--- config.mk ---
export PLATFORM = sky130hd
export DESIGN_NAME = addr_xlate
export DESIGN_NICKNAME = d
export VERILOG_FILES = /design/src/rtl/addr_xlate_pkg.sv /design/src/rtl/addr_grp_insert.sv /design/src/rtl/addr_mod3_solver.sv /design/src/rtl/addr_lane.sv /design/src/rtl/addr_xlate.sv
export SDC_FILE = /design/constraint.sdc
export NUM_CORES = 1
export LEC_CHECK = 0
export BUFFER_PORTS_ARGS = -buffer_cell sky130_fd_sc_hd__buf_2
export CAP_MARGIN = 5
export CELL_PAD_IN_SITES_DETAIL_PLACEMENT = 0
export CELL_PAD_IN_SITES_GLOBAL_PLACEMENT = 1
export CORE_MARGIN = 8
export CORE_UTILIZATION = 39
export DETAILED_ROUTE_END_ITERATION = 8
export PLACE_DENSITY = 0.78
export SYNTH_ARGS = -nofsm -noshare
export SYNTH_HDL_FRONTEND = slang
export SYNTH_SLANG_ARGS = --single-unit
--- constraint.sdc ---
create_clock -name clk_i -period 1.4 [get_ports clk_i]
set_clock_uncertainty 0.15 [all_clocks]
set_input_delay 0.28 -clock clk_i [delete_from_list [all_inputs] [get_ports clk_i]]
set_output_delay 0.28 -clock clk_i [all_outputs]
set_load 0.1 [all_outputs]
--- src/rtl/addr_xlate_pkg.sv ---
package addr_xlate_pkg;
  localparam int PORT_AW  = 40;
  localparam int SYS_AW   = 56;
  localparam int GID_W    = 3;
  localparam int GSZ_W    = 11;
  localparam int BAR_W    = 24;
  localparam int CNT_W    = 4;
  localparam int KEEP_LO  = 7;
  localparam int BAR_LSB  = 32;
  localparam int MSB_LSB  = 30;
  localparam int HASH_LSB = 15;
  localparam int HASH_N   = 3;

  typedef enum logic [1:0] {MSB_HASH, MSB_ZERO, MSB_TWO} msb_src_e;

  function automatic logic cnt_ok(input logic [CNT_W-1:0] c);
    return (c == 1) || (c == 2) || (c == 3) || (c == 4) || (c == 6) || (c == 8);
  endfunction

  function automatic logic cnt_mod3(input logic [CNT_W-1:0] c);
    return (c == 3) || (c == 6);
  endfunction

  function automatic logic [1:0] cnt_width(input logic [CNT_W-1:0] c);
    case (c)
      4'd2, 4'd6: return 2'd1;
      4'd4:       return 2'd2;
      4'd8:       return 2'd3;
      default:    return 2'd0;
    endcase
  endfunction
endpackage

--- src/rtl/addr_grp_insert.sv ---
module addr_grp_insert
  import addr_xlate_pkg::*;
(
  input  logic [PORT_AW-1:0] port_i,
  input  logic [CNT_W-1:0]   cnt_i,
  input  logic [GID_W-1:0]   gid_i,
  output logic [SYS_AW-1:0]  ins_o
);
  localparam int NW = 4;
  logic [SYS_AW-1:0] cand [NW];

  for (genvar w = 0; w < NW; w++) begin : g_w
    localparam logic [GID_W-1:0] MASK = GID_W'((1 << w) - 1);
    assign cand[w] = (SYS_AW'(port_i[PORT_AW-1:KEEP_LO]) << (KEEP_LO + w))
                   | (SYS_AW'(gid_i & MASK) << KEEP_LO)
                   | SYS_AW'(port_i[KEEP_LO-1:0]);
  end

  assign ins_o = cand[cnt_width(cnt_i)];

  always_comb begin
    AST_LOW_KEEP: assert (ins_o[KEEP_LO-1:0] == port_i[KEEP_LO-1:0]);
  end
endmodule

--- src/rtl/addr_mod3_solver.sv ---
module addr_mod3_solver
  import addr_xlate_pkg::*;
(
  input  logic [SYS_AW-1:0] ins_i,
  input  logic              six_i,
  input  logic [GID_W-1:0]  gid_i,
  output logic [1:0]        msb_o
);
  localparam int ACC_W = 5;
  localparam int BIAS  = 12; // multiple of 3, keeps the sum non-negative

  logic [ACC_W-1:0] hsum;
  logic [ACC_W-1:0] g, r, acc;

  always_comb begin
    hsum = '0;
    for (int k = 0; k < HASH_N; k++)
      hsum = hsum + ACC_W'(ins_i[HASH_LSB + 2*k +: 2]);
    g   = six_i ? ACC_W'(gid_i & 3'b110) : ACC_W'(gid_i);
    r   = six_i ? ACC_W'({ins_i[KEEP_LO+1], 1'b0}) : ACC_W'(ins_i[KEEP_LO +: 2]);
    acc = g + ACC_W'(BIAS) - r - hsum;
    msb_o = 2'(acc % ACC_W'(3));
  end

  always_comb begin
    AST_MSB_LEGAL: assert (msb_o != 2'd3);
  end
endmodule

--- src/rtl/addr_lane.sv ---
module addr_lane
  import addr_xlate_pkg::*;
(
  input  logic [PORT_AW-1:0] port_i,
  input  logic [CNT_W-1:0]   cnt_i,
  input  logic [GID_W-1:0]   gid_i,
  input  logic [GSZ_W-1:0]   gsz_i,
  input  logic [BAR_W-1:0]   bar_i,
  input  msb_src_e           src_i,
  output logic [SYS_AW-1:0]  sys_o
);
  logic [SYS_AW-1:0] ins;
  logic [1:0]        hashed, msb;
  logic [5:0]        pos;

  addr_grp_insert u_ins (.port_i(port_i), .cnt_i(cnt_i), .gid_i(gid_i), .ins_o(ins));

  addr_mod3_solver u_m3 (.ins_i(ins), .six_i(cnt_i == 4'd6), .gid_i(gid_i), .msb_o(hashed));

  always_comb begin
    case (src_i)
      MSB_ZERO: msb = 2'b00;
      MSB_TWO:  msb = 2'b10;
      default:  msb = hashed;
    endcase
    pos   = 6'(MSB_LSB) + 6'($countones(gsz_i));
    sys_o = ins | (SYS_AW'(bar_i) << BAR_LSB);
    if (cnt_mod3(cnt_i)) sys_o = sys_o | (SYS_AW'(msb) << pos);
  end
endmodule

--- src/rtl/addr_xlate.sv ---
module addr_xlate
  import addr_xlate_pkg::*;
(
  input  logic               clk_i,
  input  logic               rst_ni,
  input  logic               req_valid_i,
  input  logic               range_mode_i,
  input  logic [PORT_AW-1:0] port_a_i,
  input  logic [PORT_AW-1:0] port_b_i,
  input  logic [CNT_W-1:0]   chan_cnt_i,
  input  logic [GID_W-1:0]   grp_id_i,
  input  logic [GSZ_W-1:0]   grp_size_i,
  input  logic [BAR_W-1:0]   base_addr_i,
  output logic               rsp_valid_o,
  output logic               err_o,
  output logic [SYS_AW-1:0]  addr_a_o,
  output logic [SYS_AW-1:0]  addr_b_o
);
  localparam int NL = 2;

  logic [PORT_AW-1:0] lane_port [NL];
  msb_src_e           lane_src  [NL];
  logic [SYS_AW-1:0]  lane_sys  [NL];
  logic               ok;

  assign lane_port[0] = port_a_i;
  assign lane_port[1] = port_b_i;
  assign lane_src[0]  = range_mode_i ? MSB_ZERO : MSB_HASH;
  assign lane_src[1]  = MSB_TWO;
  assign ok = cnt_ok(chan_cnt_i);

  for (genvar l = 0; l < NL; l++) begin : g_lane
    addr_lane u_lane (
      .port_i(lane_port[l]), .cnt_i(chan_cnt_i), .gid_i(grp_id_i),
      .gsz_i(grp_size_i), .bar_i(base_addr_i), .src_i(lane_src[l]),
      .sys_o(lane_sys[l])
    );
  end

  always_ff @(posedge clk_i or negedge rst_ni) begin
    if (!rst_ni) begin
      rsp_valid_o <= 1'b0;
      err_o       <= 1'b0;
      addr_a_o    <= '0;
      addr_b_o    <= '0;
    end else begin
      rsp_valid_o <= req_valid_i && ok;
      err_o       <= req_valid_i && !ok;
      if (req_valid_i) begin
        addr_a_o <= ok ? lane_sys[0] : '0;
        addr_b_o <= (ok && range_mode_i) ? lane_sys[1] : '0;
      end
    end
  end

  AST_ERR_BLOCKS_VALID: assert property (@(posedge clk_i) disable iff (!rst_ni)
    err_o |-> !rsp_valid_o);
  AST_BAD_CNT_FLAGS: assert property (@(posedge clk_i) disable iff (!rst_ni)
    (req_valid_i && !cnt_ok(chan_cnt_i)) |=> (err_o && addr_a_o == '0 && addr_b_o == '0));
  AST_RSP_FOLLOWS_REQ: assert property (@(posedge clk_i) disable iff (!rst_ni)
    req_valid_i |=> (rsp_valid_o || err_o));
  AST_SINGLE_END_ZERO: assert property (@(posedge clk_i) disable iff (!rst_ni)
    (req_valid_i && !range_mode_i) |=> addr_b_o == '0);
  AST_RANGE_ORDER: assert property (@(posedge clk_i) disable iff (!rst_ni)
    (req_valid_i && range_mode_i && port_a_i == port_b_i && cnt_ok(chan_cnt_i))
      |=> addr_a_o <= addr_b_o);
endmodule

==> impl.org <==
** Run status
- The flow ran to the end, but the final reports show violations.
- The final reports fail on setup timing.

** Critical path
- Cell class contributing the biggest share of worst-path delay :: adder cells
- Startpoint of the worst setup timing path :: chan_cnt_i[1]
- Cells along the critical path :: buf_6, or3b_4, a21oi_4, buf_12, mux2i_4, mux2i_2, fa_1, inv_1, fa_1, fa_2, ha_4, and3b_1, o32a_4, ha_4, buf_4, a211oi_1, o31ai_2, o311a_1, o21ai_4, o22ai_4, clkbuf_16, a221o_1
- The slowest stage of the critical path is the sky130_fd_sc_hd__fa_2 cell.
- In this run the critical register-to-register path is launched from addr_a_o[13].
- Setup Crit Path Kind :: in -> reg
- Number of cells on the critical path :: 22
- Depth of the most critical reg-to-reg path :: 3
- In this run the critical register-to-register path is captured at addr_a_o[13].
- CP endpoint kind :: flop
- Required time of the critical path :: 1.55 ns
- In this design, the stage delay of the slowest critical-path cell is between 0.6 and 0.7 ns.
- Max FO, Critical Path :: 8
- STA classifies the critical path startpoint as an input pin.
- Data arrives at the worst endpoint at 5.77 ns.
- In this run the worst setup path terminates at addr_a_o[23].
- Worst setup slack for register-to-register paths :: 0.10 ns
- Buffers and inverters on the worst path :: 5

** Layout
- Cells fill between 70% and 80% of the core in the end.
- In the final layout, the share of cells above drive strength 1 is between 50% and 60%.
- Area grow syn2layout :: 96.4%
- Summing all multi-input logic gate instances after layout gives 5830 sq um.
- Final-layout fill cell count :: 1266
- In the final layout, flip-flops and latches occupy 2860 sq um.
- Number of nets in the layout :: 1496

** STA
- Setup repair after global routing missed its margin :: true
- In the finished design, the share of the clock period the worst path needs comes to 402%.
- The count of endpoints failing hold in the final timing report was 0.
- Post-layout worst setup margin :: -4.22 ns
- Total negative slack :: -382.35 ns
- For the pin with the worst max-slew slack, the measured transition is 0.965 ns.
- Crit path time final :: around 5.6 ns
- Max_slew headroom :: between 30% and 40%
- The final-report max-slew violation count is 0.
- Setup violations remaining at the end of the flow were counted as around 230.
- Timing would allow up to 178 MHz.

** GRT
- GRT Resource Usage Total :: 28.4%
- The via count of the first global-routing pass came to 9584.
- Initial antenna violation count :: 5
- Overall overflow remaining after global route :: 0
- Largest net degree at the start of global routing :: 72
- The first global-routing pass estimated 54400 um of wire.

** Yosys
- After Yosys synthesis, full adders, half adders and majority gates account for 5.79% of the synthesized area.
- Share of the synthesized netlist area taken by xor and xnor gates :: 1.33%
- After synthesis, the mean cell area works out to 9.49 sq um.
- After synthesis, the share of cell area in mux cells is 11.5%.
- Post-synthesis simple-gate area fraction :: 13.9%
- Combinational family with the most area after synthesis :: compound AO/OA/AOI/OAI gates
- Synthesis produced a netlist with a net count of 989.
- Synthesis produced a netlist whose cell count is 833.
- Top flip-flop cell by instance count after synthesis :: sky130_fd_sc_hd__dfrtp_1
- Post-synth design cell area :: a little under 8000 sq um
- Sequential elements use roughly 36% of the synthesized area.
- Compound-gate portion of the synthesized area :: a little over a quarter
- Top cell type by total area after synthesis :: sky130_fd_sc_hd__dfrtp_1
- Counting flops and latches in the post-synthesis netlist gives 114.
- Post-synth top area share :: between 30% and 40%
- Number of flops mapped to enable cells by yosys :: 0
- Sorting the synthesized cells by area gives the leading types as sky130_fd_sc_hd__dfrtp_1 36%, sky130_fd_sc_hd__mux2i_1 11%, sky130_fd_sc_hd__o2bb2ai_1 6.2%.
- Fraction of registers with async set or reset after synthesis :: between 90% and 100%
- Yosys warning count :: 0
- Count of different cell masters after synthesis :: slightly below 80

** Drt
- After detailed routing, the total wire length is 37400 um.
- The count of nets left with antenna violations once routing finished came out at 0.
- Post-detailed-route DRC marker count :: 0
- In the final routed layout, each cell accounts on average for 22.9 um.
- The first detailed-routing pass took 5 iterations.
- Number of vias after detailed routing :: roughly 9300
- Drt initial violations :: 651
- Dividing the detail-routed via count by the number of cells gives 5.73.

** CTS
- Clock Tree Root :: sky130_fd_sc_hd__clkbuf_16
- Clock latency on the worst-skew pair, taken at its later pin, is 0.42 ns.
- H-Tree Level Count :: 4
- TritonCTS built the clock tree.
- Clock Sinks :: 114
- Clock tree synthesis inserted a total of 17 buffers.
- Clock-pin slew was measured on the worst setup and hold paths at approximately 0.05 ns.
- The longest clock path from root to sink contains 2 buffers.

** Power
- For this design the ratio of total power to cell area is roughly 1800 nW/um^2.
- Internal power comes to 15100 uW.
- Per report_power, the clock group accounts for around 15% of the total.
- Max rail drop VDD :: 1.46 mV
- Sequential group share of total power :: 14.0%
- The analysis attributes to net switching a power of approximately 13000 uW.
- Net switching is a little under half of the power.
- Combinational group share of total power :: 71.0%
- Leak :: 0.00688 uW

** Placement
- Port buffer count :: 239
- HPWL reported at the end of detailed placement :: between 20000 and 30000 um
- Routability congestion estimate :: 0.922

** Floorplan
- Height of the die :: 158 um
- The floorplan step defined a core boundary enclosing 20000 sq um.
- Starting utilization of the core area :: 39.4%
- Floorplan die width :: 158 um
- The initialized floorplan defines 52 standard-cell rows.
- The floorplan step defined a die boundary enclosing 25100 sq um.
- Pin placement for this block handled 240 I/O pins.

** Min path
- Startpoint of the worst hold path :: base_addr_i[18]
- Tightest Hold Check Type :: in -> reg

** Job
- Across the run, the number of max-cap violations was 0.
-- per-stage QoR --
step	hold slack [ns]	worst slack [ns]	power (uW)	cells	cell area, sq um
2_1_floorplan	-0.166	-4.51	12100	833	8420
3_3_place_gp	0.0745	-4.73	18500	1467	12800
3_5_place_dp	0.0770	-4.85	18700	1467	12800
4_1_cts	0.00291	-4.15	25600	1591	14900
5_1_grt	0.0189	-4.38	28800	1629	15500
6_report	0.00878	-4.22	27800	1630	15500
-- power groups by stage --
stage	clock (uW)	combinational (uW)	sequential [uW]
floorplan	0	6460	5620
global placement	0	14600	3920
detailed placement	0	14800	3920
CTS	4200	17600	3870
global route	4340	20500	3900
finish	4170	19800	3880
-- metal layers --
layer | up-vias | part of all wire (%) | GRT usage [%]
met5 | - | 0 | 0
met2 | 419 | 49 | 46.8
li1 | 4165 | - | -
met4 | 0 | 4.2 | 13.5
met3 | 106 | 7.3 | 6.35
met1 | 4642 | 40 | 34.8
-- cells in the mapped netlist (7+ instances only) --
cell,instances
sky130_fd_sc_hd__dfrtp_1,114
sky130_fd_sc_hd__a221o_1,31
sky130_fd_sc_hd__clkbuf_1,48
sky130_fd_sc_hd__o31ai_1,9
sky130_fd_sc_hd__a31oi_1,10
sky130_fd_sc_hd__nand2b_1,9
sky130_fd_sc_hd__and2_1,24
sky130_fd_sc_hd__a21oi_1,45
sky130_fd_sc_hd__ha_1,19
sky130_fd_sc_hd__nor3_1,8
sky130_fd_sc_hd__a32oi_1,20
sky130_fd_sc_hd__xor2_1,7
sky130_fd_sc_hd__nand2_1,100
sky130_fd_sc_hd__buf_2,14
sky130_fd_sc_hd__fa_1,11
sky130_fd_sc_hd__nor2_1,41
sky130_fd_sc_hd__nand3_1,8
sky130_fd_sc_hd__mux2i_1,85
sky130_fd_sc_hd__a211oi_1,8
sky130_fd_sc_hd__o2bb2ai_1,56
sky130_fd_sc_hd__o21ai_0,25
sky130_fd_sc_hd__inv_1,28
-- sequential cells by signal, indices dropped and copies added (netlist names) --
| signal | count |
|---|---|
| err_o | 1 |
| rsp_valid_o | 1 |
| addr_a_o | 56 |
| addr_b_o | 56 |
-- layout by cell type (no fill, tap or decap), drive strengths merged, types with 4 or more instances in the layout --
cell         instances
a211oi               8
a21oi               45
a221o               31
a221oi               6
a22oi                6
a31oi               11
a32oi               20
and2                24
and3                 6
buf                532
clkbuf              23
clkinv               8
dfrtp              114
diode                7
dlygate4sd3         22
fa                  11
ha                  19
inv                 29
mux2i               86
nand2              100
nand2b               9
nand3                8
nor2                41
nor2b                6
nor3                 9
nor4                 6
o21a                 4
o21ai               26
o22ai                5
o2bb2ai             56
o31ai                9
xnor2                5
xor2                 7
-- repair_timing --
item | in CTS | in global routing
pin swaps | 49 | 66
resized for setup | 151 | 79
hold buffers | 22 | 0
setup buffers | 70 | 38
setup endpoints to repair | 227 | 228
endpoints found under the hold margin | 137 | 0
gates cloned | 3 | 1
-- worst min path at each step --
stage                     slack [ns]  depth (start not counted)      endpoint
after floorplan                -0.17                          0   addr_a_o[0]
after global placement          0.07                          1  addr_b_o[20]
after detailed placement        0.08                          1  addr_b_o[20]
after CTS                      0.003                          3  addr_b_o[34]
after global routing            0.02                          3  addr_b_o[50]
final                          0.009                          3  addr_b_o[50]
-- kinds of logic (layout without fill, tap and decap cells) --
group | count (synthesis) | in the layout
buf+inv | 98 | 618
compound gates | 261 | 261
xor+xnor | 12 | 12
simple gates | 229 | 229
other cells | 0 | 7
mux | 89 | 89
flops | 114 | 114
fa+ha+maj | 30 | 30
-- worst reg2reg max path: stages (launching register included) --
cell and delay (ns):
sky130_fd_sc_hd__dfrtp_1 0.42, sky130_fd_sc_hd__buf_4 0.15, sky130_fd_sc_hd__a32oi_1 0.29, sky130_fd_sc_hd__o41ai_4 0.15
-- cell type report --
type / count / share of cell area [%]
Tap cell: 270 / 2.18
Antenna cell: 7 / 0.113
Inverter: 30 / 0.782
Clock inverter: 10 / 0.540
Timing Repair Buffer: 556 / 37.3
Clock buffer: 22 / 3.06
Multi-Input combinational cell: 621 / 37.6
Sequential cell: 114 / 18.4
(Power assumes the default switching activity.)
